[config.mk]
export PLATFORM = sky130hd
export DESIGN_NAME = cfg_port_decoder
export DESIGN_NICKNAME = d
export VERILOG_FILES = /design/src/rtl/cfgp_pkg.sv /design/src/rtl/cfg_addr_latch.sv /design/src/rtl/cfg_dev_match.sv /design/src/rtl/cfg_lane_align.sv /design/src/rtl/cfg_port_decoder.sv
export SDC_FILE = /design/constraint.sdc
export NUM_CORES = 1
export LEC_CHECK = 0
export ABC_CLOCK_PERIOD_IN_PS = 3200
export BUFFER_PORTS_ARGS = -buffer_cell sky130_fd_sc_hd__clkbuf_2
export CORE_ASPECT_RATIO = 0.8
export CORE_MARGIN = 2
export CORE_UTILIZATION = 35
export CTS_CLUSTER_SIZE = 16
export DETAILED_ROUTE_END_ITERATION = 16
export PLACE_DENSITY = 0.7
export SYNTH_ARGS = -nofsm -noshare
export SYNTH_HDL_FRONTEND = slang
export SYNTH_HIERARCHICAL = 1
export SYNTH_SLANG_ARGS = --single-unit
[constraint.sdc]
create_clock -name clk -period 3.2 [get_ports clk]
set_input_delay 0.64 -clock clk [delete_from_list [all_inputs] [get_ports clk]]
set_output_delay 0.64 -clock clk [all_outputs]
set_load 0.02 [all_outputs]
[src/rtl/cfgp_pkg.sv]
package cfgp_pkg;
   localparam int DW    = 32;
   localparam int LANES = DW / 8;
   localparam int OFF_W = $clog2(LANES);

   // lanes [size-1:0] set, moved up by the starting lane, upper spill dropped
   function automatic logic [LANES-1:0] lane_mask(input logic [2:0] size,
                                                  input logic [OFF_W-1:0] off);
      logic [2*LANES-1:0] wide;
      wide = (2*LANES)'((9'd1 << size) - 9'd1);
      wide = wide << off;
      return wide[LANES-1:0];
   endfunction
endpackage

[src/rtl/cfg_addr_latch.sv]
module cfg_addr_latch #(
   parameter int          AW        = 32,
   parameter logic [31:0] HIDE_BITS = 32'h7F00_0003
) (
   input  logic          clk,
   input  logic          rst_n,
   input  logic          load,
   input  logic [AW-1:0] din,
   output logic [AW-1:0] q,
   output logic [AW-1:0] rb
);
   if (AW != 32) begin : g_bad_aw
      $error("cfg_addr_latch: AW must be 32");
   end

   always_ff @(posedge clk or negedge rst_n) begin
      if (!rst_n) q <= '0;
      else if (load) q <= din;
   end

   assign rb = q & ~HIDE_BITS[AW-1:0];


   latch_load_chk: assert property (@(posedge clk) disable iff (!rst_n)
      load |=> q == $past(din));

   latch_hold_chk: assert property (@(posedge clk) disable iff (!rst_n)
      !load |=> $stable(q));
endmodule

[src/rtl/cfg_dev_match.sv]
module cfg_dev_match #(
   parameter int                   N_DEV    = 3,
   parameter int                   ID_W     = 16,
   parameter logic [N_DEV*ID_W-1:0] DEV_IDS = '0
) (
   input  logic             clk,
   input  logic             rst_n,
   input  logic             enable,
   input  logic [ID_W-1:0]  id,
   output logic [N_DEV-1:0] sel,
   output logic             hit
);
   if (N_DEV < 1) begin : g_bad_n
      $error("cfg_dev_match: N_DEV must be at least 1");
   end

   for (genvar a = 0; a < N_DEV; a++) begin : g_uniq
      for (genvar b = a + 1; b < N_DEV; b++) begin : g_pair
         if (DEV_IDS[a*ID_W +: ID_W] == DEV_IDS[b*ID_W +: ID_W]) begin : g_dup
            $error("cfg_dev_match: duplicate device identifier");
         end
      end
   end

   for (genvar i = 0; i < N_DEV; i++) begin : g_cmp
      assign sel[i] = enable && (id == DEV_IDS[i*ID_W +: ID_W]);
   end

   assign hit = |sel;


   sel_onehot_chk: assert property (@(posedge clk) disable iff (!rst_n)
      $onehot0(sel));

   sel_needs_en_chk: assert property (@(posedge clk) disable iff (!rst_n)
      hit |-> enable);
endmodule

[src/rtl/cfg_lane_align.sv]
module cfg_lane_align
   import cfgp_pkg::*;
(
   input  logic [OFF_W-1:0] off,
   input  logic [2:0]       size,
   input  logic [DW-1:0]    wdata_in,
   input  logic [DW-1:0]    rdata_in,
   output logic [LANES-1:0] be,
   output logic [DW-1:0]    wdata_out,
   output logic [DW-1:0]    rdata_out
);
   logic [OFF_W+2:0] bit_sh;

   assign bit_sh    = {off, 3'b000};
   assign be        = lane_mask(size, off);
   assign wdata_out = wdata_in << bit_sh;
   assign rdata_out = rdata_in >> bit_sh;
endmodule

[src/rtl/cfg_port_decoder.sv]
module cfg_port_decoder
   import cfgp_pkg::*;
#(
   parameter int                  N_DEV     = 3,
   parameter logic [15:0]         ADDR_PORT = 16'h0CF8,
   parameter logic [15:0]         DATA_PORT = 16'h0CFC,
   parameter logic [N_DEV*16-1:0] DEV_IDS   = {16'h0110, 16'h0008, 16'h0000}
) (
   input  logic               clk,
   input  logic               rst_n,
   input  logic               io_valid,
   input  logic               io_write,
   input  logic [15:0]        io_port,
   input  logic [2:0]         io_size,
   input  logic [31:0]        io_wdata,
   output logic               io_claim,
   output logic [31:0]        io_rdata,
   output logic               cfg_req,
   output logic               cfg_write,
   output logic [N_DEV-1:0]   cfg_sel,
   output logic [7:0]         cfg_offset,
   output logic [3:0]         cfg_be,
   output logic [31:0]        cfg_wdata,
   input  logic [N_DEV*32-1:0] cfg_rdata
);
   localparam int WIN_LSB = OFF_W;

   if (DATA_PORT[WIN_LSB-1:0] != '0) begin : g_bad_win
      $error("cfg_port_decoder: DATA_PORT must be window aligned");
   end
   if (DW != 32) begin : g_bad_dw
      $error("cfg_port_decoder: data width must be 32");
   end

   logic            at_addr, at_data;
   logic [31:0]     latch_q, latch_rb;
   logic            dev_hit;
   logic [N_DEV-1:0] dev_sel;
   logic [31:0]     dev_dword, rd_shifted;

   assign at_addr  = io_valid && (io_port == ADDR_PORT);
   assign at_data  = io_valid && (io_port[15:WIN_LSB] == DATA_PORT[15:WIN_LSB]);
   assign io_claim = at_addr || at_data;

   cfg_addr_latch u_latch (
      .clk   (clk),
      .rst_n (rst_n),
      .load  (at_addr && io_write),
      .din   (io_wdata),
      .q     (latch_q),
      .rb    (latch_rb)
   );

   cfg_dev_match #(.N_DEV(N_DEV), .ID_W(16), .DEV_IDS(DEV_IDS)) u_match (
      .clk    (clk),
      .rst_n  (rst_n),
      .enable (latch_q[31]),
      .id     (latch_q[23:8]),
      .sel    (dev_sel),
      .hit    (dev_hit)
   );

   // AND-OR read mux over the one-hot select
   always_comb begin
      dev_dword = '0;
      for (int i = 0; i < N_DEV; i++)
         dev_dword |= cfg_rdata[i*32 +: 32] & {32{dev_sel[i]}};
   end

   cfg_lane_align u_align (
      .off       (io_port[WIN_LSB-1:0]),
      .size      (io_size),
      .wdata_in  (io_wdata),
      .rdata_in  (dev_dword),
      .be        (cfg_be),
      .wdata_out (cfg_wdata),
      .rdata_out (rd_shifted)
   );

   assign cfg_req    = at_data && dev_hit;
   assign cfg_write  = io_write;
   assign cfg_sel    = cfg_req ? dev_sel : '0;
   assign cfg_offset = {latch_q[7:2], 2'b00};

   always_comb begin
      io_rdata = '0;
      if (io_valid && !io_write) begin
         if (at_addr)      io_rdata = latch_rb;
         else if (at_data) io_rdata = dev_hit ? rd_shifted : '1;
      end
   end


   req_claimed_chk: assert property (@(posedge clk) disable iff (!rst_n)
      cfg_req |-> io_claim);

   req_enabled_chk: assert property (@(posedge clk) disable iff (!rst_n)
      cfg_req |-> latch_q[31] && $onehot(cfg_sel));

   be_nonempty_chk: assert property (@(posedge clk) disable iff (!rst_n)
      cfg_req |-> cfg_be != 4'b0000);

   miss_ones_chk: assert property (@(posedge clk) disable iff (!rst_n)
      (at_data && !io_write && !cfg_req) |-> io_rdata == 32'hFFFF_FFFF);

   addr_rb_hidden_chk: assert property (@(posedge clk) disable iff (!rst_n)
      (at_addr && !io_write) |-> (io_rdata[30:24] == 7'd0 && io_rdata[1:0] == 2'd0));

   unclaimed_quiet_chk: assert property (@(posedge clk) disable iff (!rst_n)
      !io_claim |-> (io_rdata == 32'd0 && !cfg_req));
endmodule

==> metrics.yaml <==
max_cap_violations: 0
initial_core_util_pct: 35.94
leakagePower_uw: 0.002738
fmax_ghz: 0.2969
num_antenna_cells: 0
utilization_pct: 48.75
violations: "negative setup slack"
startpoint: "u_latch/q[23]$_DFFE_PN0P_"
postCtsHoldBufs: 0
final_nets: 789
peakVddDrop_uv: 223.3
tightest_slew_ns: 0.6803
syn_inst: 446
top_level_ports: 233
critPathCaptureType: "output port"
clk_latency_ns: 0.25
antenna_found_initial: 0
antenna_left: 0
dp_hpwl_um: 11430
drt-initial-drc-count: 316
rsz0062_at_grt: "yes"
grt_first_pass_wirelength_um: 21360
critPathBufInv: 4
grt_use_total_pct: 22.35
dieWidth_um: 122.2
critPathKind: "reg2out"
top_register: "u_latch/q"
io_buffers: 230
cts_tree: "built"
slowest_stage: "dfrtp_1"
finalHoldViolCount: 0
arrival_ns: 2.73
setup_tns_ns: -2.271
rows: 34
worst_hold_path_type: "in2async"
drt-pass1-iter-count: 7
cts_buffers: 3
p_per_area_mw_per_mm2: 168.7
drt-wirelength-per-cell_um: 18.82
largest_reg_flops: 23
start_kind: "flip-flop"
r2r-start: "u_latch/q[20]$_DFFE_PN0P_"
worst-path-max-fanout: 8
clkTransAtPathRegs_ns: 0.06
setup_viol: 24
die_y_um: 98.58
grt_start_max_net_pins: 35
gp_congestion: 0.9067
vias_per_cell: 5.419
synth_warnings: 6
path_cells: "nor4b_4 > nand3_4 > nor3_4 > buf_6 > clkbuf_16 > a222oi_1 > inv_1 > mux2i_1 > mux2i_1 > o21ai_0 > a21oi_2 > clkbuf_8"
cts_sinks: 23
area_delta_synth_final_pct: 35.65
finClkSkew_ns: 0
path_common_cell: "mux2i_1"
setup_ws_ns: -0.1678
grt_pass1_vias: 3993
clk_path_buf_depth: 2
hold_ws_ns: 0.3870
drc: 0
max_slew_margin_pct: 54.65
critical-path-top-delay-family: "simple AND/OR/NAND/NOR gates"
slew_violations: 0
required_ns: 2.56
cts_root_buf: "clkbuf_16"
finalPower_uw: 895.4
vias: 4232
cpPeakStageDelay_ns: 0.40
grt_overflow: 0
fin_crit_ns: 3.368
fp.coreArea_mm2: 0.01089
htreeDepth: 1
largest_registers: "u_latch/q: 23 flops"
routed_wl_um: 14700
drive_gt1_share_pct: 52.90
dieArea_mm2: 0.01205
finalCritPeriodShare_pct: 105.2
synth.avg_cell_area_um2: 8.775
outcome: "finished with violations"
syn_area_mm2: 0.003914
[cells in the final DEF (no fill, tap or decap), types with 5 or more instances in the layout]
| cell type | n |
|---|---|
| mux2i_2 | 5 |
| a222oi_1 | 32 |
| nor2_1 | 21 |
| buf_6 | 8 |
| clkbuf_8 | 10 |
| mux2_4 | 22 |
| dfrtp_1 | 21 |
| buf_4 | 34 |
| o21ai_0 | 25 |
| nand3b_1 | 32 |
| inv_1 | 34 |
| a21oi_2 | 28 |
| and2_1 | 15 |
| o2bb2ai_1 | 15 |
| a21oi_1 | 7 |
| mux2i_1 | 59 |
| o21ai_1 | 8 |
| conb_1 | 11 |
| clkbuf_2 | 197 |
| buf_12 | 5 |
| clkbuf_16 | 5 |
[layer usage]
metal	vias up	wire (um)	share of wire (%)	track usage, %
li1	1992	-	-	-
met1	2041	6688	45	31.73
met2	182	6727	46	35.94
met3	17	1132	7.7	4.630
met4	0	153	1.0	2.653
met5	-	0	0	0
[power breakdown]
group	internal, uW	switching (uW)
combinational	144	193
sequential	291	0.0665
clock	170	98.0
[final timing paths]
check,to,slack (ns),cells past startpoint
setup reg to reg,u_latch/q[20]$_DFFE_PN0P_,2.26,2
hold reg to reg,u_latch/q[3]$_DFFE_PN0P_,0.55,1
min in group clk,u_latch/q[3]$_DFFE_PN0P_,0.55,1
max in group asynchronous,u_latch/q[18]$_DFFE_PN0P_,2.38,1
setup / recovery,io_rdata[7],-0.17,12
hold / removal,u_latch/q[20]$_DFFE_PN0P_,0.39,1
[area by class of cell]
| cell class | instances | area (um2) |
|---|---|---|
| Sequential cell | 23 | 578.1 |
| Multi-Input combinational cell | 316 | 2695 |
| Fill cell | 1084 | 5582 |
| Clock buffer | 4 | 78.83 |
| Tap cell | 144 | 180.2 |
| Timing Repair Buffer | 260 | 1649 |
| Inverter | 34 | 127.6 |
[metrics by stage]
stage | instances | instance area (um2) | setup WS, ns
global placement | 764 | 4860 | 0.09599
floorplan | 455 | 3948 | 0.2839
global route | 781 | 5309 | -0.2825
finish | 781 | 5309 | -0.1678
CTS | 773 | 5155 | -0.1047
detailed placement | 764 | 4860 | 0.03279
[timing repair]
| action | in CTS | in global routing |
|---|---|---|
| gates resized for setup | 40 | 52 |
| setup endpoints to repair | 26 | 32 |
| pin swaps | 2 | 13 |
| setup buffers | 4 | 7 |
| gates cloned | 1 | 2 |
(Power assumes the default switching activity.)
